## src/rtl/nvw_pkg.sv

```systemverilog
package nvw_pkg;
  typedef enum logic [2:0] {
    PH_IDLE  = 3'd0,
    PH_ARM   = 3'd1,
    PH_ERASE = 3'd2,
    PH_PROG  = 3'd3,
    PH_HOLD  = 3'd4
  } phase_t;

  localparam logic [1:0] RI_CTRL = 2'd0;
  localparam logic [1:0] RI_PTRL = 2'd1;
  localparam logic [1:0] RI_PTRH = 2'd2;
  localparam logic [1:0] RI_DATA = 2'd3;

  localparam int B_MEMSEL = 7;
  localparam int B_CFGSEL = 6;
  localparam int B_WREN   = 2;
  localparam int B_WR     = 1;

  localparam logic [7:0] ERASED_BYTE = 8'hFF;
endpackage

```

## src/rtl/nvw_falldet.sv

```systemverilog
module nvw_falldet (
  input  logic clk,
  input  logic rst,
  input  logic lvl,
  output logic fall
);
  logic lvl_q;

  always_ff @(posedge clk) begin
    if (rst) lvl_q <= 1'b0;
    else     lvl_q <= lvl;
  end

  assign fall = lvl_q & ~lvl;
endmodule

```

## src/rtl/nvw_regs.sv

```systemverilog
module nvw_regs
  import nvw_pkg::*;
#(
  parameter int AW = 7
) (
  input  logic          clk,
  input  logic          rst,
  input  logic          reg_we,
  input  logic [1:0]    reg_addr,
  input  logic [7:0]    reg_wdata,
  input  logic          busy,
  output logic [7:0]    reg_rdata,
  output logic          start,
  output logic [AW-1:0] ptr,
  output logic [7:0]    data
);
  logic       memsel_q, cfgsel_q, wren_q, wr_q;
  logic [7:0] ptrl_q, ptrh_q, data_q;
  logic       ctrl_wr;
  logic       legal;

  assign ctrl_wr = reg_we && (reg_addr == RI_CTRL);
  assign legal   = wren_q && reg_wdata[B_WREN] &&
                   !reg_wdata[B_MEMSEL] && !reg_wdata[B_CFGSEL];
  assign start   = ctrl_wr && !busy && reg_wdata[B_WR] && legal;

  always_ff @(posedge clk) begin
    if (rst) begin
      memsel_q <= 1'b0;
      cfgsel_q <= 1'b0;
      wren_q   <= 1'b0;
      wr_q     <= 1'b0;
      ptrl_q   <= '0;
      ptrh_q   <= '0;
      data_q   <= '0;
    end else begin
      if (wr_q && !busy) wr_q <= 1'b0;
      if (reg_we) begin
        if (busy) begin
          if (reg_addr == RI_CTRL) wren_q <= wren_q & reg_wdata[B_WREN];
        end else begin
          unique case (reg_addr)
            RI_CTRL: begin
              memsel_q <= reg_wdata[B_MEMSEL];
              cfgsel_q <= reg_wdata[B_CFGSEL];
              wren_q   <= reg_wdata[B_WREN];
              if (reg_wdata[B_WR]) wr_q <= 1'b1;
            end
            RI_PTRL: ptrl_q <= reg_wdata;
            RI_PTRH: ptrh_q <= reg_wdata;
            RI_DATA: data_q <= reg_wdata;
            default: ;
          endcase
        end
      end
    end
  end

  always_ff @(posedge clk) begin
    if (rst) reg_rdata <= '0;
    else begin
      unique case (reg_addr)
        RI_CTRL: reg_rdata <= {memsel_q, cfgsel_q, 3'b000, wren_q, wr_q, 1'b0};
        RI_PTRL: reg_rdata <= ptrl_q;
        RI_PTRH: reg_rdata <= ptrh_q;
        default: reg_rdata <= data_q;
      endcase
    end
  end

  logic [15:0] ptr_full;
  assign ptr_full = {ptrh_q, ptrl_q};
  assign ptr      = ptr_full[AW-1:0];
  assign data     = data_q;

  // a sequence only ever starts from an enable bit stored beforehand
  p_wren_before_start_r3: assert property (@(posedge clk) disable iff (rst)
    $rose(busy) |-> $past(wren_q));

  // a rejected start bit is visible for one cycle, then gone
  p_reject_clears_r4: assert property (@(posedge clk) disable iff (rst)
    (ctrl_wr && !busy && reg_wdata[B_WR] && !legal) |=> (wr_q && !busy) ##1 !wr_q);

  // pointer and data hold while a sequence runs
  p_busy_freeze_r9: assert property (@(posedge clk) disable iff (rst)
    busy |=> ($stable(data_q) && $stable(ptrl_q) && $stable(ptrh_q)));

  // start bit stays up for the whole sequence
  p_wr_while_busy_r8: assert property (@(posedge clk) disable iff (rst)
    busy |-> wr_q);
endmodule

```

## src/rtl/nvw_seq.sv

```systemverilog
module nvw_seq
  import nvw_pkg::*;
#(
  parameter int AW          = 7,
  parameter int START_FALLS = 4,
  parameter int ERASE_CYC   = 16,
  parameter int PROG_CYC    = 32,
  parameter int HOLD_CYC    = 20
) (
  input  logic          clk,
  input  logic          rst,
  input  logic          start,
  input  logic          fall,
  input  logic          pclk_lvl,
  input  logic [AW-1:0] ptr,
  input  logic [7:0]    data,
  output logic          busy,
  output logic          done,
  output logic          arr_we,
  output logic [AW-1:0] arr_addr,
  output logic [7:0]    arr_wdata
);
  localparam int MAX_AB = (START_FALLS > ERASE_CYC) ? START_FALLS : ERASE_CYC;
  localparam int MAX_CD = (PROG_CYC > HOLD_CYC) ? PROG_CYC : HOLD_CYC;
  localparam int MAXC   = (MAX_AB > MAX_CD) ? MAX_AB : MAX_CD;
  localparam int CW     = $clog2(MAXC + 1);

  phase_t        state_q, state_d;
  logic [CW-1:0] cnt_q, cnt_d;
  logic          done_d;

  always_comb begin
    state_d = state_q;
    cnt_d   = cnt_q;
    done_d  = 1'b0;
    unique case (state_q)
      PH_IDLE: if (start) begin
        state_d = PH_ARM;
        cnt_d   = '0;
      end
      PH_ARM: if (fall) begin
        if (cnt_q == CW'(START_FALLS - 1)) begin
          state_d = PH_ERASE;
          cnt_d   = '0;
        end else cnt_d = cnt_q + 1'b1;
      end
      PH_ERASE: begin
        if (cnt_q == CW'(ERASE_CYC - 1)) begin
          state_d = PH_PROG;
          cnt_d   = '0;
        end else cnt_d = cnt_q + 1'b1;
      end
      PH_PROG: begin
        if (cnt_q == CW'(PROG_CYC - 1)) begin
          state_d = PH_HOLD;
          cnt_d   = '0;
        end else cnt_d = cnt_q + 1'b1;
      end
      PH_HOLD: begin
        if (pclk_lvl) cnt_d = '0;
        else if (cnt_q == CW'(HOLD_CYC - 1)) begin
          state_d = PH_IDLE;
          cnt_d   = '0;
          done_d  = 1'b1;
        end else cnt_d = cnt_q + 1'b1;
      end
      default: begin
        state_d = PH_IDLE;
        cnt_d   = '0;
      end
    endcase
  end

  always_ff @(posedge clk) begin
    if (rst) begin
      state_q   <= PH_IDLE;
      cnt_q     <= '0;
      busy      <= 1'b0;
      done      <= 1'b0;
      arr_we    <= 1'b0;
      arr_addr  <= '0;
      arr_wdata <= '0;
    end else begin
      state_q   <= state_d;
      cnt_q     <= cnt_d;
      busy      <= (state_d != PH_IDLE);
      done      <= done_d;
      arr_we    <= (state_d == PH_ERASE) || (state_d == PH_PROG);
      arr_addr  <= ptr;
      arr_wdata <= (state_d == PH_ERASE) ? ERASED_BYTE : data;
    end
  end

  // the array is only touched inside a sequence
  p_we_in_busy_r6: assert property (@(posedge clk) disable iff (rst)
    arr_we |-> busy);

  // programming is always entered from the erase phase
  p_erase_first_r6: assert property (@(posedge clk) disable iff (rst)
    (state_q == PH_PROG && $past(state_q) != PH_PROG) |-> $past(state_q) == PH_ERASE);

  // leaving the armed wait needs a falling programming-clock edge
  p_start_on_fall_r5: assert property (@(posedge clk) disable iff (rst)
    (state_q == PH_ERASE && $past(state_q) == PH_ARM) |-> $past(fall));

  // a high programming clock during discharge keeps the sequence busy
  p_hold_low_r7: assert property (@(posedge clk) disable iff (rst)
    (state_q == PH_HOLD && pclk_lvl) |=> busy);

  // done is a single-cycle pulse seen with busy low
  p_done_pulse_r7: assert property (@(posedge clk) disable iff (rst)
    done |-> (!busy ##1 !done));
endmodule

```

## src/rtl/nvbyte_write_ctrl.sv

```systemverilog
module nvbyte_write_ctrl #(
  parameter int DEPTH       = 128,
  parameter int START_FALLS = 4,
  parameter int ERASE_CYC   = 16,
  parameter int PROG_CYC    = 32,
  parameter int HOLD_CYC    = 20,
  localparam int AW         = $clog2(DEPTH)
) (
  input  logic          clk,
  input  logic          rst,
  input  logic          reg_we,
  input  logic [1:0]    reg_addr,
  input  logic [7:0]    reg_wdata,
  output logic [7:0]    reg_rdata,
  input  logic          prog_clk,
  output logic          busy,
  output logic          done,
  output logic          arr_we,
  output logic [AW-1:0] arr_addr,
  output logic [7:0]    arr_wdata
);
  logic          start, fall;
  logic [AW-1:0] ptr;
  logic [7:0]    data;

  nvw_regs #(.AW(AW)) regs_i (
    .clk(clk), .rst(rst), .reg_we(reg_we), .reg_addr(reg_addr),
    .reg_wdata(reg_wdata), .busy(busy), .reg_rdata(reg_rdata),
    .start(start), .ptr(ptr), .data(data)
  );

  nvw_falldet fall_i (
    .clk(clk), .rst(rst), .lvl(prog_clk), .fall(fall)
  );

  nvw_seq #(
    .AW(AW), .START_FALLS(START_FALLS), .ERASE_CYC(ERASE_CYC),
    .PROG_CYC(PROG_CYC), .HOLD_CYC(HOLD_CYC)
  ) seq_i (
    .clk(clk), .rst(rst), .start(start), .fall(fall), .pclk_lvl(prog_clk),
    .ptr(ptr), .data(data), .busy(busy), .done(done), .arr_we(arr_we),
    .arr_addr(arr_addr), .arr_wdata(arr_wdata)
  );
endmodule

```

## config.mk

```make
export PLATFORM = sky130hd
export DESIGN_NAME = nvbyte_write_ctrl
export DESIGN_NICKNAME = d
export VERILOG_FILES = /design/src/rtl/nvw_pkg.sv /design/src/rtl/nvw_falldet.sv /design/src/rtl/nvw_regs.sv /design/src/rtl/nvw_seq.sv /design/src/rtl/nvbyte_write_ctrl.sv
export SDC_FILE = /design/constraint.sdc
export NUM_CORES = 1
export LEC_CHECK = 0
export ABC_AREA = 1
export BUFFER_PORTS_ARGS = -buffer_cell sky130_fd_sc_hd__buf_2
export CELL_PAD_IN_SITES_DETAIL_PLACEMENT = 2
export CELL_PAD_IN_SITES_GLOBAL_PLACEMENT = 2
export CORE_MARGIN = 2
export CORE_UTILIZATION = 34
export DETAILED_ROUTE_END_ITERATION = 16
export PLACE_DENSITY = 0.89
export RECOVER_POWER = 100
export SYNTH_ARGS = -nofsm -noshare
export SYNTH_HDL_FRONTEND = slang
export SYNTH_SLANG_ARGS = --single-unit
export TNS_END_PERCENT = 30
```

## constraint.sdc

```tcl
create_clock -name clk -period 3.5 [get_ports clk]
set_input_delay 0.35 -clock clk [delete_from_list [all_inputs] [get_ports clk]]
set_output_delay 0.35 -clock clk [all_outputs]
set_load 0.02 [all_outputs]
```

==> results of run 1 <==
stage by stage:
stage,util [%],instance area (um2)
after floorplan,-,2580
after global placement,39.4,2870
after detailed placement,39.4,2870
after CTS,41.9,3060
after global routing,41.2,3000
final,41.2,3000
cell families (layout without fill, tap and decap cells):
| group | Yosys count | after routing | synth area share (%) |
|---|---|---|---|
| AOI/OAI and AO/OA | 84 | 84 | 18.2 |
| adders and majority gates | 1 | 1 | 0.485 |
| buffers and inverters | 57 | 104 | 8.63 |
| DFF | 64 | 64 | 49.6 |
| and+or+nand+nor | 128 | 128 | 23.1 |
worst max-delay path: stages:
cell and delay [ps]:
clkbuf_1 820, inv_1 830, o21ai_0 380, nor2_1 90
flip-flops by register name, summed over array words and instances (netlist names), named ones only:
signal            count
seq_i.state_q         3
regs_i.cfgsel_q       1
seq_i.busy            1
regs_i.wren_q         1
regs_i.data           8
regs_i.memsel_q       1
seq_i.arr_addr        7
fall_i.lvl_q          1
seq_i.arr_wdata       8
regs_i.reg_rdata      8
seq_i.cnt_q           6
regs_i.ptrh_q         8
regs_i.ptrl_q         8
seq_i.arr_we          1
seq_i.done            1
synth_stat cells (all sizes together):
| library cell | count |
|---|---|
| clkbuf | 6 |
| a31oi | 3 |
| dfxtp | 64 |
| nand3 | 14 |
| o21ai | 37 |
| ha | 1 |
| inv | 49 |
| clkinv | 1 |
| o21bai | 1 |
| nand4 | 2 |
| nand2 | 61 |
| a21oi | 36 |
| nor2 | 48 |
| o2111ai | 1 |
| buf | 1 |
| o211ai | 2 |
| o221ai | 4 |
| nor3 | 3 |
area by class of cell:
cell class | instances | area (um2) | area share (%)
clock buffers | 9 | 124 | 4.13
clock inverters | 6 | 61.3 | 2.04
inverters | 50 | 193 | 6.42
multi-input cells | 213 | 1060 | 35.2
flip-flops and latches | 64 | 1280 | 42.7
well taps | 99 | 124 | 4.13
repair buffers | 39 | 161 | 5.38
where the power goes:
part,internal (uW),switching (uW),leakage [uW]
clock network,322,299,0.0000948
logic,39.1,107,0.000649
registers,758,13.6,0.000521
worst min-delay path by stage:
stage | start | end | slack, ps | depth (start not counted)
after CTS | prog_clk | fall_i.lvl_q | 260 | 3
after global routing | prog_clk | fall_i.lvl_q | 290 | 3
final | prog_clk | fall_i.lvl_q | 270 | 3
after floorplan | regs_i.ptrl_q[6] | seq_i.arr_addr[6] | 420 | 2
after detailed placement | flop | flop | 450 | 2
after global placement | flop | flop | 440 | 2
layer usage:
metal	vias up	share of wire [%]	routed length, um
met5	-	0	0
met4	0	1.3	106
met3	9	2.4	194
met2	31	53	4350
met1	1207	43	3560
li1	1171	-	-
==> flow_metrics.py, run 1 <==
metrics = {
    "die": {
        "die_x_um": 91.1,
        "initial_core_util_pct": 35.4,
        "io_pins": 40,
        "num_rows": 31,
        "dieArea_mm2": 0.00830,
        "core_area_mm2": 0.00729,
        "die_y_um": 91.1,
    },
    "power": {
        "ir_drop_mv": 0.255,
        "leakage_uw": 0.00126,
        "power.total_uw": 1540,
        "p_per_area_mw_per_mm2": 513,
    },
    "clocking": {
        "cts_resized": 0,
        "root_buffer": "clkbuf_8",
        "cts_tree": "yes",
        "insertion_delay_ps": 350,
        "hold_buffers": 0,
        "clock-sinks": 64,
        "clock_path_buffers": 2,
        "cts-htree-levels": 3,
        "cts.clk_slew.worst_paths_ps": 80,
        "post_cts_buffers": 0,
        "cts_made_buffers": 9,
    },
    "drt": {
        "via_per_inst": 5.04,
        "dr_total_vias": 2418,
        "drt_iter0_drc": 70,
        "wl_per_cell_um": 17.1,
        "first_pass_iters": 4,
        "drc": 0,
        "drt_wl_total_mm": 8.21,
        "ant_nets": 0,
    },
    "global_route": {
        "grt_use_met1_pct": 25.6,
        "grt_antenna_before_repair": 0,
        "grt_pass1_wl_mm": 14.0,
        "use_met2_pct": 38.8,
        "overflow": 0,
        "met3_usage_pct": 4.32,
        "grt_max_degree": 40,
        "grt_pass1_vias": 2696,
        "top_usage_layer": "met2",
        "grtUsageTotal_pct": 21.5,
    },
    "critical_path": {
        "worstReg2RegEnd": "seq_i.arr_wdata[6]",
        "startpoint": "rst",
        "rrSetupSlack_ps": 1370,
        "regToRegStartpoint": "seq_i.cnt_q[0]",
        "critPathRequiredTime_ps": 3720,
        "crit_fanout": 39,
        "cp.arrival_ps": 2490,
        "cp-end-kind": "flop",
        "reg2regPathDepth": 7,
        "setup.worst_path.end": "regs_i.ptrh_q[1]",
        "critPathKind": "input pin to flop",
        "crit_path_start_kind": "input pin",
    },
    "final_layout": {
        "fillers": 909,
        "nets": 392,
        "diodes": 0,
        "layout_common_cells": "64 x dfxtp_1, 56 x nand2_1, 43 x inv_1, 43 x nor2_1",
        "final_common_cell": "dfxtp_1",
        "layoutNonFillerInstCount": 480,
        "syn_to_final_growth_pct": 16.3,
        "final_layout_size_suffix_gt1_share_pct": 12.3,
    },
    "sta": {
        "hold_slack_ps": 271,
        "hold_violations": 0,
        "final.setup.tns_ps": 0,
        "finalSetupViolCount": 0,
        "max_freq_ghz": 0.441,
        "relSlewSlack_pct": 23.8,
        "fin_crit_sh_pct": 64.7,
        "worstMarginPinSlew_ps": 1140,
        "drv_slew": 0,
        "rsz0062_at_grt": "no",
        "skew_ps": 10.7,
        "finalCriticalPeriod_ps": 2270,
        "setup_slack_ps": 1230,
    },
    "yosys": {
        "synthCells": 334,
        "yosysUniqueCellTypes": 30,
        "yosys-top-cells-area": "dfxtp_1 50%, nand2_1 8.1%, o21ai_0 6.8%, a21oi_1 6.4%, inv_1 6.3%",
        "ys_seq_elements": 64,
        "synthesis.nets": 349,
        "synth_top_cell_by_area": "dfxtp_1",
        "netlist_area_mm2": 0.00258,
        "synth_warnings": 0,
        "synth_top_cell_area_share_pct": 49.6,
        "seq_area_frac_synth_pct": 49.6,
        "avgSynthCellArea_um2": 7.73,
    },
    "placement": {
        "detailedPlace.worstSlack_ps": 1470,
        "hpwl_mm": 5.67,
        "portBuffers": 39,
        "dpl.cell_count": 465,
        "gp_congestion": 0.769,
    },
    "status": {
        "status": "finished clean",
    },
    "job": {
        "maxCapViolCount": 0,
    },
    "worst_hold_path": {
        "min_path_type": "input pin to flop",
    },
}
Power figures use the tool's default switching activity.
==> run 2, diff against run 1 <==
--- a/config.mk
+++ b/config.mk
@@ -10,9 +10,9 @@
 export CELL_PAD_IN_SITES_DETAIL_PLACEMENT = 2
 export CELL_PAD_IN_SITES_GLOBAL_PLACEMENT = 2
 export CORE_MARGIN = 2
-export CORE_UTILIZATION = 34
+export CORE_UTILIZATION = 32
 export DETAILED_ROUTE_END_ITERATION = 16
-export PLACE_DENSITY = 0.89
+export PLACE_DENSITY = 0.85
 export RECOVER_POWER = 100
 export SYNTH_ARGS = -nofsm -noshare
 export SYNTH_HDL_FRONTEND = slang
==> constraint.sdc (replaced) <==
create_clock -name clk -period 2.33 [get_ports clk]
set_input_delay 0.233 -clock clk [delete_from_list [all_inputs] [get_ports clk]]
set_output_delay 0.233 -clock clk [all_outputs]
set_load 0.02 [all_outputs]
==> flow_metrics.py, run 2 (synthesis gave the netlist of run 1 again) <==
metrics = {
    "critical_path": {
        "crit_fanout": 8,
        "cp_cell_sequence": "ha_1 > nand3_1 > nor2_1 > nor2_1 > nor2_1 > nand3_2 > a21oi_1",
        "critPathKind": "flop to flop",
        "crit_path_start_kind": "flop",
        "critPathMostFrequentCell": "nor2_1",
        "cp-end-kind": "flop",
        "regToRegStartpoint": "seq_i.cnt_q[0]",
        "cp.arrival_ps": 2230,
        "slowest_delay_ps": 400,
        "startpoint": "seq_i.cnt_q[0]",
        "critPathRequiredTime_ps": 2590,
        "slowest_stage": "dfxtp_1",
    },
    "global_route": {
        "grt_max_degree": 24,
        "top_usage_layer": "met2",
        "grt_use_met1_pct": 25.4,
        "grt_antenna_before_repair": 0,
        "met3_usage_pct": 5.30,
        "grt_pass1_vias": 2706,
        "grtUsageTotal_pct": 21.1,
        "overflow": 0,
        "grt_pass1_wl_mm": 13.9,
        "use_met2_pct": 36.4,
    },
    "clocking": {
        "cts-htree-levels": 3,
        "cts_resized": 0,
        "cts_made_buffers": 9,
        "cts_tree": "yes",
        "post_cts_buffers": 0,
        "insertion_delay_ps": 360,
        "cts.clk_slew.worst_paths_ps": 80,
        "clock_path_buffers": 2,
        "hold_buffers": 0,
        "root_buffer": "clkbuf_8",
        "clock-sinks": 64,
    },
    "sta": {
        "max_freq_ghz": 0.507,
        "skew_ps": 9.67,
        "setup_slack_ps": 358,
        "finalSetupViolCount": 0,
        "rsz0062_at_grt": "no",
        "relSlewSlack_pct": 18.0,
        "hold_violations": 0,
        "drv_slew": 0,
        "fin_crit_sh_pct": 84.6,
        "worstMarginPinSlew_ps": 1230,
        "final.setup.tns_ps": 0,
        "finalCriticalPeriod_ps": 1970,
    },
    "final_layout": {
        "final_common_cell": "dfxtp_1",
        "diodes": 0,
        "final_layout_size_suffix_gt1_share_pct": 10.9,
        "fin_area_mm2": 0.00304,
        "syn_to_final_growth_pct": 17.6,
        "layout_common_cells": "64 x dfxtp_1, 59 x nand2_1, 46 x inv_1",
        "nets": 395,
    },
    "die": {
        "core_area_mm2": 0.00777,
        "die_x_um": 93.8,
        "num_rows": 32,
        "io_pins": 40,
        "die_y_um": 93.8,
        "initial_core_util_pct": 33.2,
        "dieArea_mm2": 0.00880,
    },
    "placement": {
        "hpwl_mm": 5.87,
        "detailedPlace.worstSlack_ps": 612,
        "place_area_mm2": 0.00290,
        "portBuffers": 39,
        "gp_congestion": 0.784,
    },
    "worst_hold_path": {
        "min_path_type": "input pin to flop",
        "min_from": "reg_we",
    },
    "power": {
        "leakage_uw": 0.00129,
        "ir_drop_mv": 0.294,
        "p_per_area_mw_per_mm2": 819,
    },
    "drt": {
        "drt_iter0_drc": 71,
        "first_pass_iters": 4,
        "dr_total_vias": 2488,
        "wl_per_cell_um": 17.8,
        "ant_nets": 0,
        "drc": 0,
        "via_per_inst": 5.11,
        "drt_wl_total_mm": 8.66,
    },
    "status": {
        "status": "finished clean",
    },
    "job": {
        "maxCapViolCount": 0,
    },
}
## run 2: stage by stage
step	power, uW	util [%]	cells	hold slack (ps)
after global routing	2590	39.1	487	133
after detailed placement	1410	37.3	471	456
after floorplan	1320	-	334	301
final	2490	39.1	487	134
after global placement	1400	37.3	471	442
after CTS	2530	40.2	487	154
## run 2: layer usage
layer	vias to the layer above	part of all wire (%)
met2	46	51
met5	-	0
li1	1173	-
met1	1248	44
met3	21	3.2
met4	0	2.3
## run 2: power by group
group	internal, uW	total [uW]	leakage [uW]	switching (uW)
combinational	57.6	221	0.000651	163
clock	613	1110	0.000114	493
sequential	1140	1160	0.000521	21.4
## run 2: worst paths after layout
kind,slack [ps],to,cells past startpoint
min,130,regs_i.wren_q,2
max reg2reg,360,seq_i.arr_wdata[6],7
max,360,seq_i.arr_wdata[6],7
min reg2reg,470,seq_i.arr_addr[2],2
## run 2: layout make-up
cell class	instances	area, um2
Multi-Input combinational cell	213	1030
Fill cell	941	4730
Sequential cell	64	1280
Inverter	50	193
Clock inverter	7	104
Timing Repair Buffer	42	180
Clock buffer	9	124
Tap cell	102	128
## run 2: worst max-delay path, delay by kind of cell (launching register included)
family                     cells  cell delay, ps
AOI/OAI and AO/OA              1             220
and+or+nand+nor                5             970
adders and majority gates      1             280
DFF                            1             400
==> run 3, diff against run 2 <==
==> constraint.sdc (replaced) <==
create_clock -name clk -period 1.86 [get_ports clk]
set_input_delay 0.186 -clock clk [delete_from_list [all_inputs] [get_ports clk]]
set_output_delay 0.186 -clock clk [all_outputs]
set_load 0.02 [all_outputs]
==> flow_metrics.py, run 3 (synthesis gave the netlist of run 1 again) <==
metrics = {
    "sta": {
        "final.setup.tns_ps": 0,
        "relSlewSlack_pct": 66.4,
        "fin_crit_sh_pct": 91.5,
        "hold_violations": 0,
        "max_freq_ghz": 0.587,
        "finalCriticalPeriod_ps": 1700,
        "drv_slew": 0,
        "worstMarginPinSlew_ps": 502,
        "rsz0062_at_grt": "no",
        "finalSetupViolCount": 0,
        "skew_ps": 7.45,
    },
    "drt": {
        "drc": 0,
        "drt_wl_total_mm": 8.01,
        "drt_iter0_drc": 81,
        "wl_per_cell_um": 16.4,
        "dr_total_vias": 2406,
        "via_per_inst": 4.94,
        "first_pass_iters": 4,
        "ant_nets": 0,
    },
    "power": {
        "p_per_area_mw_per_mm2": 989,
        "power.total_uw": 3030,
        "power_frac_comb_pct": 9.1,
        "ir_drop_mv": 0.366,
        "p_seq_share_pct": 47.8,
        "swShare_pct": 25.8,
        "clock_power_share_pct": 43.0,
        "internal_power_uw": 2250,
        "leakage_uw": 0.00130,
        "switching_power_uw": 781,
    },
    "clocking": {
        "cts_made_buffers": 9,
        "cts.clk_slew.worst_paths_ps": 70,
        "cts-htree-levels": 3,
        "hold_buffers": 0,
        "clock_path_buffers": 2,
        "insertion_delay_ps": 350,
        "cts_tree": "yes",
        "clock-sinks": 64,
        "root_buffer": "clkbuf_8",
    },
    "critical_path": {
        "crit_fanout": 10,
        "crit_path_start_kind": "flop",
        "worstReg2RegEnd": "regs_i.data[1]",
        "critPathRequiredTime_ps": 2090,
        "reg2regPathDepth": 6,
        "critPathKind": "flop to flop",
        "startpoint": "seq_i.busy",
        "regToRegStartpoint": "seq_i.busy",
        "rrSetupSlack_ps": 160,
        "cp.arrival_ps": 1930,
        "cp-end-kind": "flop",
        "setup.worst_path.end": "regs_i.data[1]",
    },
    "job": {
        "maxCapViolCount": 0,
    },
    "worst_hold_path": {
        "whs_path_depth": 2,
        "min_from": "reg_we",
        "min_path_type": "input pin to flop",
    },
    "global_route": {
        "grt_pass1_vias": 2679,
        "grt_pass1_wl_mm": 13.5,
        "grt_antenna_before_repair": 0,
        "grt_max_degree": 40,
        "grtUsageTotal_pct": 20.0,
        "overflow": 0,
    },
    "final_layout": {
        "nets": 395,
        "diodes": 0,
        "fillers": 925,
        "syn_to_final_growth_pct": 18.9,
        "layout_common_cells": "64 x dfxtp_1, 57 x nand2_1, 46 x inv_1",
        "final_layout_size_suffix_gt1_share_pct": 13.0,
        "final_common_cell": "dfxtp_1",
    },
    "placement": {
        "hpwl_mm": 5.48,
        "gp_congestion": 0.772,
        "portBuffers": 39,
    },
    "die": {
        "die_x_um": 93.8,
        "num_rows": 32,
        "core_area_mm2": 0.00777,
        "io_pins": 40,
        "die_y_um": 93.8,
        "initial_core_util_pct": 33.2,
        "dieArea_mm2": 0.00880,
    },
    "status": {
        "status": "finished clean",
    },
}
run 3: critical path, cell delays in order (launching register included):
cell,delay [ps]
dfxtp_1,350
inv_1,110
nand2_4,90
nor2_1,410
inv_1,290
o21ai_0,270
a21oi_1,70
run 3: power groups by stage:
| stage | Combinational [uW] | Clock [uW] | Sequential (uW) |
|---|---|---|---|
| 2_1_floorplan | 160 | 0 | 1500 |
| 6_report | 277 | 1310 | 1450 |
| 3_3_place_gp | 272 | 0 | 1480 |
| 5_1_grt | 313 | 1400 | 1460 |
| 3_5_place_dp | 284 | 0 | 1480 |
| 4_1_cts | 290 | 1360 | 1450 |
run 3: layout make-up:
cell class / count / area (um2) / share of cell area (%)
clock inverter: 6 / 83.8 / 2.73
timing repair buffer: 42 / 185 / 6.03
multi-input combinational: 213 / 1070 / 34.9
clock buffer: 10 / 128 / 4.16
tap: 102 / 128 / 4.16
inverter: 50 / 193 / 6.28
sequential: 64 / 1280 / 41.7
run 3: routing by layer:
metal / GRT usage, % / share of wire, %
met1: 23.5 / 45
met2: 35.3 / 51
met3: 5.62 / 3.0
met4: 5.68 / 1.2
met5: 0 / 0
run 3: worst min path at each step:
stage	to	slack, ps
2_1_floorplan	seq_i.state_q[0]	250
3_3_place_gp	seq_i.arr_addr[6]	440
3_5_place_dp	seq_i.arr_addr[6]	450
4_1_cts	regs_i.wren_q	80
5_1_grt	regs_i.wren_q	90
6_report	regs_i.wren_q	100
run 3: repair_timing:
action,CTS,global route
gates resized for setup,0,3
setup endpoints to repair,0,10
buffers inserted,0,0
run 3: stage by stage:
step	cells	cell area [um2]	setup WS (ps)	util [%]	hold WS, ps
2_1_floorplan	334	2580	429	-	254
3_3_place_gp	471	2900	266	37.3	442
3_5_place_dp	471	2900	82.0	37.3	455
4_1_cts	487	3110	59.0	40.0	77.5
5_1_grt	487	3070	14.0	39.5	85.9
6_report	487	3070	158	39.5	103
